`src/rtl/sr_pkg.sv`:
```
// Package: shared widths and the state encoding of the word serialiser.
// Assumes a 16-bit word made of two 8-bit bursts.
package sr_pkg;
    localparam int BYTE_W    = 8;
    localparam int NUM_BYTES = 2;
    localparam int WORD_W    = BYTE_W * NUM_BYTES;
    localparam int CTRL_W    = 4;
    localparam int ADDR_W    = 4;
    localparam int BIT_IDX_W = $clog2(WORD_W);

    typedef enum logic [2:0] {
        ST_IDLE,  // frame high, waiting for a word
        ST_LEAD,  // frame low, clock high, first bit on the line
        ST_LOW,   // clock low half of a bit
        ST_HIGH,  // clock high half of a bit within a burst
        ST_GAP,   // clock high pause between the two bursts
        ST_TAIL,  // clock high after the last bit, frame still low
        ST_REST   // frame high, minimum spacing before next word
    } wr_state_t;
endpackage

```
`src/rtl/sr_half_tick.sv`:
```
// Half-bit timer: asserts tick for one clock every HALF_DIV clocks.
// Assumes: clear restarts the period so the first tick comes HALF_DIV clocks later.
module sr_half_tick #(
    parameter int HALF_DIV = 4
) (
    input  logic clk,
    input  logic rst_n,
    input  logic clear,
    output logic tick
);
    localparam int CNT_W = (HALF_DIV > 1) ? $clog2(HALF_DIV) : 1;
    localparam logic [CNT_W-1:0] LAST = CNT_W'(HALF_DIV - 1);

    logic [CNT_W-1:0] cnt_q;

    // Tick fires in the last clock of each half period.
    assign tick = (cnt_q == LAST);

    // Count clocks within the current half period.
    always_ff @(posedge clk) begin
        if (!rst_n || clear || tick) begin
            cnt_q <= '0;
        end else begin
            cnt_q <= cnt_q + 1'b1;
        end
    end
endmodule

```
`src/rtl/sr_word_prep.sv`:
```
// Word assembly: picks the whole-word input or the three fields, then
// optionally mirrors each byte for hosts that build bytes LSB first.
// Assumes the command nibble is topmost, then register select, then payload.
module sr_word_prep
    import sr_pkg::*;
(
    input  logic [WORD_W-1:0] raw_word,
    input  logic              field_sel,
    input  logic [CTRL_W-1:0] ctrl,
    input  logic [ADDR_W-1:0] addr,
    input  logic [BYTE_W-1:0] data,
    input  logic              lsb_first,
    output logic [WORD_W-1:0] tx_word
);
    logic [WORD_W-1:0] picked;
    logic [WORD_W-1:0] mirrored;

    // Select the word source.
    always_comb begin
        picked = field_sel ? {ctrl, addr, data} : raw_word;
    end

    // Mirror bits inside every byte; byte order is kept.
    for (genvar b = 0; b < NUM_BYTES; b++) begin : g_byte
        for (genvar k = 0; k < BYTE_W; k++) begin : g_bit
            assign mirrored[b*BYTE_W + k] = picked[b*BYTE_W + (BYTE_W-1-k)];
        end
    end

    // Final word as it leaves MSB first.
    always_comb begin
        tx_word = lsb_first ? mirrored : picked;
    end
endmodule

```
`src/rtl/sr_word_writer.sv`:
```
// Three-wire control word serialiser. One 16-bit word goes out as two
// 8-bit bursts under one low frame; the clock rests high between bursts
// and between words; data changes on rising clock, is sampled on falling.
// Assumes HALF_DIV >= 1, GAP_BITS >= 0, REST_BITS >= 1.
module sr_word_writer
    import sr_pkg::*;
#(
    parameter int HALF_DIV  = 4,  // system clocks per half bit
    parameter int GAP_BITS  = 1,  // extra bit periods between bursts
    parameter int REST_BITS = 1   // bit periods of frame-high spacing
) (
    input  logic                clk,
    input  logic                rst_n,
    input  logic                in_valid,
    output logic                in_ready,
    input  logic [WORD_W-1:0]   in_word,
    input  logic                field_sel,
    input  logic [CTRL_W-1:0]   in_ctrl,
    input  logic [ADDR_W-1:0]   in_addr,
    input  logic [BYTE_W-1:0]   in_data,
    input  logic                lsb_first,
    output logic                sclk,
    output logic                sdata,
    output logic                fsync_n
);
    localparam int GAP_HALVES  = 1 + 2 * GAP_BITS;
    localparam int REST_HALVES = 2 * REST_BITS;
    localparam int MAX_HALVES  = (GAP_HALVES > REST_HALVES) ? GAP_HALVES : REST_HALVES;
    localparam int HCNT_W      = $clog2(MAX_HALVES + 1);
    localparam logic [HCNT_W-1:0]    GAP_LAST   = HCNT_W'(GAP_HALVES - 1);
    localparam logic [HCNT_W-1:0]    REST_LAST  = HCNT_W'(REST_HALVES - 1);
    localparam logic [BIT_IDX_W-1:0] LAST_BIT   = BIT_IDX_W'(WORD_W - 1);
    localparam logic [BIT_IDX_W-1:0] BURST_LAST = BIT_IDX_W'(BYTE_W - 1);

    wr_state_t             state_q;
    logic [WORD_W-1:0]     shreg_q;
    logic [BIT_IDX_W-1:0]  bit_q;
    logic [HCNT_W-1:0]     hcnt_q;
    logic                  frame_q;   // internal frame, active high
    logic                  sclk_q;
    logic                  sdata_q;
    logic                  accept;
    logic                  tick;
    logic [WORD_W-1:0]     tx_word;

    // Host handshake: ready only in idle.
    assign in_ready = (state_q == ST_IDLE);
    assign accept   = in_ready && in_valid;

    // Line drivers; internal frame is inverted to the active-low pin.
    assign fsync_n = ~frame_q;
    assign sclk    = sclk_q;
    assign sdata   = sdata_q;

    sr_word_prep u_prep (
        .raw_word  (in_word),
        .field_sel (field_sel),
        .ctrl      (in_ctrl),
        .addr      (in_addr),
        .data      (in_data),
        .lsb_first (lsb_first),
        .tx_word   (tx_word)
    );

    sr_half_tick #(.HALF_DIV(HALF_DIV)) u_tick (
        .clk   (clk),
        .rst_n (rst_n),
        .clear (accept),
        .tick  (tick)
    );

    // Frame sequencer: drives clock, data and frame per half-bit tick.
    always_ff @(posedge clk) begin
        if (!rst_n) begin
            state_q <= ST_IDLE;
            shreg_q <= '0;
            bit_q   <= '0;
            hcnt_q  <= '0;
            frame_q <= 1'b0;
            sclk_q  <= 1'b1;
            sdata_q <= 1'b0;
        end else begin
            case (state_q)
                ST_IDLE: begin
                    if (accept) begin
                        frame_q <= 1'b1;
                        sdata_q <= tx_word[WORD_W-1];
                        shreg_q <= {tx_word[WORD_W-2:0], 1'b0};
                        bit_q   <= '0;
                        state_q <= ST_LEAD;
                    end
                end
                ST_LEAD: begin
                    if (tick) begin
                        sclk_q  <= 1'b0;
                        state_q <= ST_LOW;
                    end
                end
                ST_LOW: begin
                    if (tick) begin
                        sclk_q <= 1'b1;
                        if (bit_q == LAST_BIT) begin
                            state_q <= ST_TAIL;
                        end else begin
                            bit_q   <= bit_q + 1'b1;
                            sdata_q <= shreg_q[WORD_W-1];
                            shreg_q <= {shreg_q[WORD_W-2:0], 1'b0};
                            if (bit_q == BURST_LAST) begin
                                hcnt_q  <= '0;
                                state_q <= ST_GAP;
                            end else begin
                                state_q <= ST_HIGH;
                            end
                        end
                    end
                end
                ST_HIGH: begin
                    if (tick) begin
                        sclk_q  <= 1'b0;
                        state_q <= ST_LOW;
                    end
                end
                ST_GAP: begin
                    if (tick) begin
                        if (hcnt_q == GAP_LAST) begin
                            sclk_q  <= 1'b0;
                            state_q <= ST_LOW;
                        end else begin
                            hcnt_q <= hcnt_q + 1'b1;
                        end
                    end
                end
                ST_TAIL: begin
                    if (tick) begin
                        frame_q <= 1'b0;
                        sdata_q <= 1'b0;
                        hcnt_q  <= '0;
                        state_q <= ST_REST;
                    end
                end
                ST_REST: begin
                    if (tick) begin
                        if (hcnt_q == REST_LAST) begin
                            state_q <= ST_IDLE;
                        end else begin
                            hcnt_q <= hcnt_q + 1'b1;
                        end
                    end
                end
                default: state_q <= ST_IDLE;
            endcase
        end
    end

    // Guards on the line protocol.
    AST_CLK_HIGH_IDLE: assert property (@(posedge clk) disable iff (!rst_n)
        fsync_n |-> sclk);
    AST_NO_FALL_OUTSIDE: assert property (@(posedge clk) disable iff (!rst_n)
        $fell(sclk) |-> !fsync_n);
    AST_DATA_LOW_IDLE: assert property (@(posedge clk) disable iff (!rst_n)
        fsync_n |-> !sdata);
    AST_DATA_ON_RISE: assert property (@(posedge clk) disable iff (!rst_n)
        (!fsync_n && !$past(fsync_n) && (sdata != $past(sdata))) |-> $rose(sclk));
    AST_BUSY_IN_FRAME: assert property (@(posedge clk) disable iff (!rst_n)
        !fsync_n |-> !in_ready);
    AST_REST_AFTER_FRAME: assert property (@(posedge clk) disable iff (!rst_n)
        $rose(fsync_n) |=> !in_ready);
    AST_ACCEPT_STARTS: assert property (@(posedge clk) disable iff (!rst_n)
        (in_ready && in_valid) |=> (!fsync_n && sclk && !in_ready));
endmodule

```
`config.mk`:
```
export PLATFORM = sky130hd
export DESIGN_NAME = sr_word_writer
export DESIGN_NICKNAME = d
export VERILOG_FILES = /design/src/rtl/sr_pkg.sv /design/src/rtl/sr_half_tick.sv /design/src/rtl/sr_word_prep.sv /design/src/rtl/sr_word_writer.sv
export SDC_FILE = /design/constraint.sdc
export NUM_CORES = 1
export LEC_CHECK = 0
export ABC_AREA = 1
export BUFFER_PORTS_ARGS = -buffer_cell sky130_fd_sc_hd__buf_4
export CORE_UTILIZATION = 25
export DETAILED_ROUTE_END_ITERATION = 16
export PLACE_DENSITY = 0.54
export SYNTH_ARGS = -nofsm -noshare
export SYNTH_HDL_FRONTEND = slang
export SYNTH_SLANG_ARGS = --single-unit
export TNS_END_PERCENT = 30
```
`constraint.sdc`:
```
create_clock -name clk -period 1.25 [get_ports clk]
set_input_delay 0.25 -clock clk [delete_from_list [all_inputs] [get_ports clk]]
set_output_delay 0.25 -clock clk [all_outputs]
set_load 0.05 [all_outputs]
```
After elaboration in Yosys (flattened, before gate mapping)
Cells that the tools add are included.
{"block": "totals", "register_bits": 30, "wordCells": 93}
{"block": "op_classes", "addsub": 3, "n_eq_ne": 23, "mux": 41, "bitwise": 1, "reduce_logical": 17}
{"operator": "16-bit two-way mux", "n": 5}
{"operator": "16-bit one-hot mux with 2 select lines", "n": 1}
{"operator": "3-bit two-way mux", "n": 10}
{"operator": "3-bit one-hot mux with 6 select lines", "n": 1}
{"operator": "2-bit two-way mux", "n": 8}
{"operator": "4-bit two-way mux", "n": 3}
{"operator": "2-bit by 1-bit != test with 1-bit output, second input constant", "n": 6}
{"operator": "2-bit != test, second input constant", "n": 6}
{"operator": "5-bit AND reduction", "n": 2}
{"operator": "3-bit equality test, second input constant", "n": 3}
{"operator": "9-bit AND reduction", "n": 1}
{"operator": "1-bit two-way mux", "n": 8}
{"operator": "2-bit one-hot mux with 4 select lines", "n": 1}
{"operator": "4-bit one-hot mux with 2 select lines", "n": 1}
{"operator": "8-bit AND reduction", "n": 1}
{"operator": "3-bit by 2-bit equality test with 1-bit output, second input constant", "n": 2}
{"operator": "1-bit one-hot mux with 3 select lines", "n": 2}
{"operator": "3-bit nonzero test", "n": 2}
{"operator": "2-bit by 1-bit adder with 2-bit output, second input constant", "n": 2}
{"operator": "4-bit by 1-bit adder with 4-bit output, second input constant", "n": 1}
{"operator": "2-bit equality test, second input constant", "n": 2}
{"operator": "4-bit by 3-bit equality test with 1-bit output, second input constant", "n": 1}
{"operator": "4-bit equality test, second input constant", "n": 1}
{"operator": "4-bit AND reduction", "n": 1}
{"operator": "other kinds (12)", "n": 14}

Longest topological paths before layout
{"block": "logic_depth", "word_depth": 5, "depth_mapped": 10, "mapped_depth_nobuf": 10}

By module
A second synthesis with hierarchy kept.
{"block": "unflattened", "cells_unflattened": 379, "hier_area_um2": 2299.7}
{"mod": "sr_word_writer", "instances": 1, "cells_per_inst": 250, "area_each_um2": 1655.3, "seq_area_each_um2": 540.5}
{"mod": "sr_word_prep", "instances": 1, "cells_per_inst": 120, "area_each_um2": 563.0, "seq_area_each_um2": 0.0}
{"mod": "sr_half_tick", "instances": 1, "cells_per_inst": 9, "area_each_um2": 81.3, "seq_area_each_um2": 40.0}

Least setup slack after synthesis
No wires, ideal clock.
{"block": "synth_path", "path_type": "flip-flop to flip-flop", "from": "register state_q[0]", "to": "register shreg_q[1]", "setup_ps": 70, "arrival_ps": 1427, "required_time_ps": 1180, "path_slack_ps": -247, "stages_incl_launch_ff": 9, "cell_sequence": "dfxtp_1 -> buf_6 -> nor2_8 -> nand2_1 -> inv_1 -> nand2_1 -> a21oi_1 -> nand2_1 -> a21oi_1"}
{"block": "synth_between", "elab_chain_cells": 4, "elab_cells_between_ends": 9}
{"item": "from (decl)", "line_no": "sr_word_writer.sv:35", "rtl": "wr_state_t state_q;"}
{"item": "from (signal assigned)", "line_no": "sr_word_writer.sv:75", "rtl": "state_q <= ST_IDLE;"}
{"item": "from (signal assigned)", "line_no": "sr_word_writer.sv:90", "rtl": "state_q <= ST_LEAD;"}
{"item": "from (signal assigned)", "line_no": "sr_word_writer.sv:96", "rtl": "state_q <= ST_LOW;"}
{"item": "3-bit logical NOT (*)", "line_no": "sr_word_writer.sv:47", "rtl": "assign in_ready = (state_q == ST_IDLE);"}
{"item": "via in_ready", "line_no": "sr_word_writer.sv:15", "rtl": "output logic in_ready,"}
{"item": "1-bit logical AND", "line_no": "sr_word_writer.sv:48", "rtl": "assign accept = in_ready && in_valid;"}
{"item": "2-bit by 1-bit != test with 1-bit output (no line)"}
{"item": "4-bit AND reduction (no line)"}
{"item": "to (signal assigned)", "line_no": "sr_word_writer.sv:88", "rtl": "shreg_q <= {tx_word[WORD_W-2:0], 1'b0};"}
{"item": "to (signal assigned)", "line_no": "sr_word_writer.sv:107", "rtl": "shreg_q <= {shreg_q[WORD_W-2:0], 1'b0};"}
{"item": "to (decl)", "line_no": "sr_word_writer.sv:36", "rtl": "logic [WORD_W-1:0] shreg_q;"}
Mark *: on every way through the listed nets, which the timed path passes. The rest lies on a longest branch.
A chain may end at the register's enable or synchronous reset.

Worst setup path after layout
{"block": "layout_path", "from": "register state_q[2]", "to": "output port in_ready"}
{"block": "layout_between", "elab_chain_cells": 1}
{"item": "3-bit logical NOT", "line_no": "sr_word_writer.sv:47"}
{"item": "to (decl)", "line_no": "sr_word_writer.sv:15"}
Every way passes these cells.

==> impl_metrics.json <==
{
  "clkTransAtPathRegs_ps": 70,
  "tightest_slew_ps": 352,
  "clock_skew_ps": 9.42,
  "cts_hold_buf": 0,
  "cpMaxStageDelayCell": "dfxtp_4",
  "rows": 32,
  "cp_num_buf_inv": 2,
  "slew_headroom": 0.763,
  "synth_commonest_cells": "109 x nand2_1, 52 x nor2_1, 36 x nand3_1",
  "drtIter0Drc": 73,
  "synth_area_leaders": "dfxtp_1 28%, nand2_1 20%, nor2_1 9.4%",
  "fmax_mhz": 723,
  "multiInputGateArea_sq_mm": 0.00144,
  "syn_area_sq_mm": 0.00208,
  "synthCells": 344,
  "finalHoldViolations": 0,
  "synth_edf_count": 0,
  "area_growth_pct": 47.7,
  "violations": "negative setup slack",
  "end_kind": "primary output",
  "finalCoreUtilization": 0.390,
  "yosys.area.top_type": "dfxtp_1",
  "grt_overflow": 0,
  "grt_pass1_wl_microns": 9780,
  "die_w_microns": 93.3,
  "finalNonFillerCells": 517,
  "synth-seq-cells": 29,
  "clk_latency_ps": 290,
  "wl_met3_microns": 179,
  "met2_length_microns": 2720,
  "maxSlewViolCount": 0,
  "final_nets": 455,
  "drc": 0,
  "start_util": 0.264,
  "critical_path_arrival_ps": 1130,
  "hold_path.class": "in -> reg",
  "avgSynthCellArea_sq_um": 6.05,
  "min_period_ps": 1380,
  "antenna_found_initial": 0,
  "required_ps": 1000,
  "firstDrtPassIters": 4,
  "via_per_inst": 4.53,
  "power.leakage_nw": 1.47,
  "post_drt_wl_per_cell_microns": 11.6,
  "cts-htree-levels": 2,
  "p_clk_frac": 0.130,
  "cp_slowest_stage_delay_ps": 370,
  "drive_gt1_frac": 0.347,
  "portBuffers": 40,
  "regArea_sq_um": 599,
  "pre_cts_slack_ps": -174,
  "worst_slack_ps": -133,
  "cts_buffers": 5,
  "die_h_microns": 93.3,
  "fill_cells": 839,
  "switching_power_w": 0.00271,
  "dp_hpwl_microns": 4130,
  "status": "finished, violations left",
  "clock-sinks": 29,
  "yosysMostFrequentCell": "nand2_1",
  "io_pins": 41,
  "antennaDiodeCount": 0,
  "maxCapViolCount": 0,
  "tns_ps": -2060,
  "drt-met1-wl_microns": 3010,
  "synth_cell_types": 31,
  "crit_fanout": 4,
  "vias": 2342,
  "core_area_sq_mm": 0.00789,
  "p_comb_frac": 0.624,
  "path_class": "reg -> out",
  "power.density_mw_per_mm2": 1940,
  "switching_share": 0.454,
  "gr-usage-all-layers": 0.139,
  "worst_setup_path_start_kind": "flip-flop",
  "postSynth.asyncResetShare": 0,
  "grt_pass1_vias": 2245,
  "setup_viol": 27,
  "routed_wl_microns": 5980,
  "grt_max_degree": 25,
  "synth_nets": 385,
  "cts_tree": "built",
  "netlist.area_leader.share": 0.279,
  "path_delay_family": "flip-flops",
  "clockBufferDepth": 2,
  "drtAntennaViolNets": 0,
  "crit_chain": "nor2_8 -> nand2_4 -> clkinvlp_4 -> buf_8",
  "ir_drop_v": 0.000649,
  "total_power_w": 0.00597,
  "top_layer": "met4",
  "ff2ff_setup_slack_ps": -120,
  "yosysWarnings": 0,
  "cts-root-buf": "clkbuf_8",
  "ys.flop_type": "dfxtp_1",
  "seq_area_frac_synth": 0.279,
  "rsz0062_at_grt": "true",
  "fin_crit_sh": 1.11,
  "seq_power_share": 0.246,
  "dpl.cell_count": 500,
  "p_int_w": 0.00326,
  "dieArea_sq_mm": 0.00870,
  "gp_congestion": 0.849
}
[per-stage QoR]
stage	cell area, sq um	hold WS [ps]
2_1_floorplan	2120	378
3_3_place_gp	2680	410
3_5_place_dp	2680	421
4_1_cts	2910	278
5_1_grt	3080	307
6_report	3080	270
[worst reg2reg max path, stage by stage, from the launching register on]
cell,delay (ps)
dfxtp_4,370
nor2_8,150
buf_6,130
nand2_4,70
a21oi_4,190
clkbuf_16,200
nand2_1,70
a21oi_2,110
[placed cells by master, fill, tap and decap left out, drive strengths merged]
cell / synthesis / layout
nand3: 37 / 37
buf: 12 / 77
nor2: 55 / 55
xor2: 1 / 1
clkbuf: 4 / 6
nand4: 5 / 5
nand2: 114 / 115
clkinvlp: 0 / 2
a21oi: 8 / 8
clkinv: 0 / 3
nor3b: 1 / 1
dfxtp: 29 / 29
nand3b: 1 / 1
a21boi: 1 / 1
nor3: 1 / 1
inv: 35 / 33
o21ai: 24 / 24
ha: 4 / 4
o211ai: 12 / 12
[final cells by class]
type | count | share of cell area
clock buffer | 5 | 0.0224
clock inverter | 3 | 0.00570
inverter | 35 | 0.0488
multi-input combinational | 265 | 0.469
sequential | 29 | 0.195
tap | 102 | 0.0415
timing repair buffer | 78 | 0.218
[sequential cells by signal, summed over array words and instances (netlist names)]
signal,count
sdata,1
shreg_q,15
bit_q,4
u_tick.cnt_q,2
hcnt_q,2
frame_q,1
state_q,3
sclk,1
[power by group through the flow]
stage / clock network, W / logic (W) / registers (W)
3_5_place_dp: 0 / 0.00289 / 0.00144
2_1_floorplan: 0 / 0.00206 / 0.00143
5_1_grt: 0.000835 / 0.00412 / 0.00151
6_report: 0.000774 / 0.00373 / 0.00147
3_3_place_gp: 0 / 0.00288 / 0.00144
4_1_cts: 0.000803 / 0.00324 / 0.00144
[final timing paths]
kind / from / end / depth (start not counted)
max: state_q[2] / in_ready / 4
min: in_valid / bit_q[3] / 4
max reg2reg: state_q[2] / shreg_q[9] / 7
min reg2reg: u_tick.cnt_q[0] / u_tick.cnt_q[0] / 1
[timing repair]
action | 4_1_cts | 5_1_grt
buffers inserted | 6 | 1
resized for setup | 23 | 41
gates cloned | 1 | 1
pin swaps | 4 | 12
setup endpoints to repair | 28 | 28
[cells by family after synthesis]
logic type	share of synthesized area
buffers and inverters	0.119
XOR/XNOR	0.00421
AO/OA/AOI/OAI	0.135
adder cells (fa/ha/maj)	0.0240
flip-flops	0.279
AND/OR/NAND/NOR	0.439
[layer usage]
layer	GRT usage	vias to the layer above
li1	-	1241
met1	0.181	1061
met2	0.234	33
met3	0.0228	7
met4	0.0410	0
met5	0	-
Power figures use the tool's default switching activity.
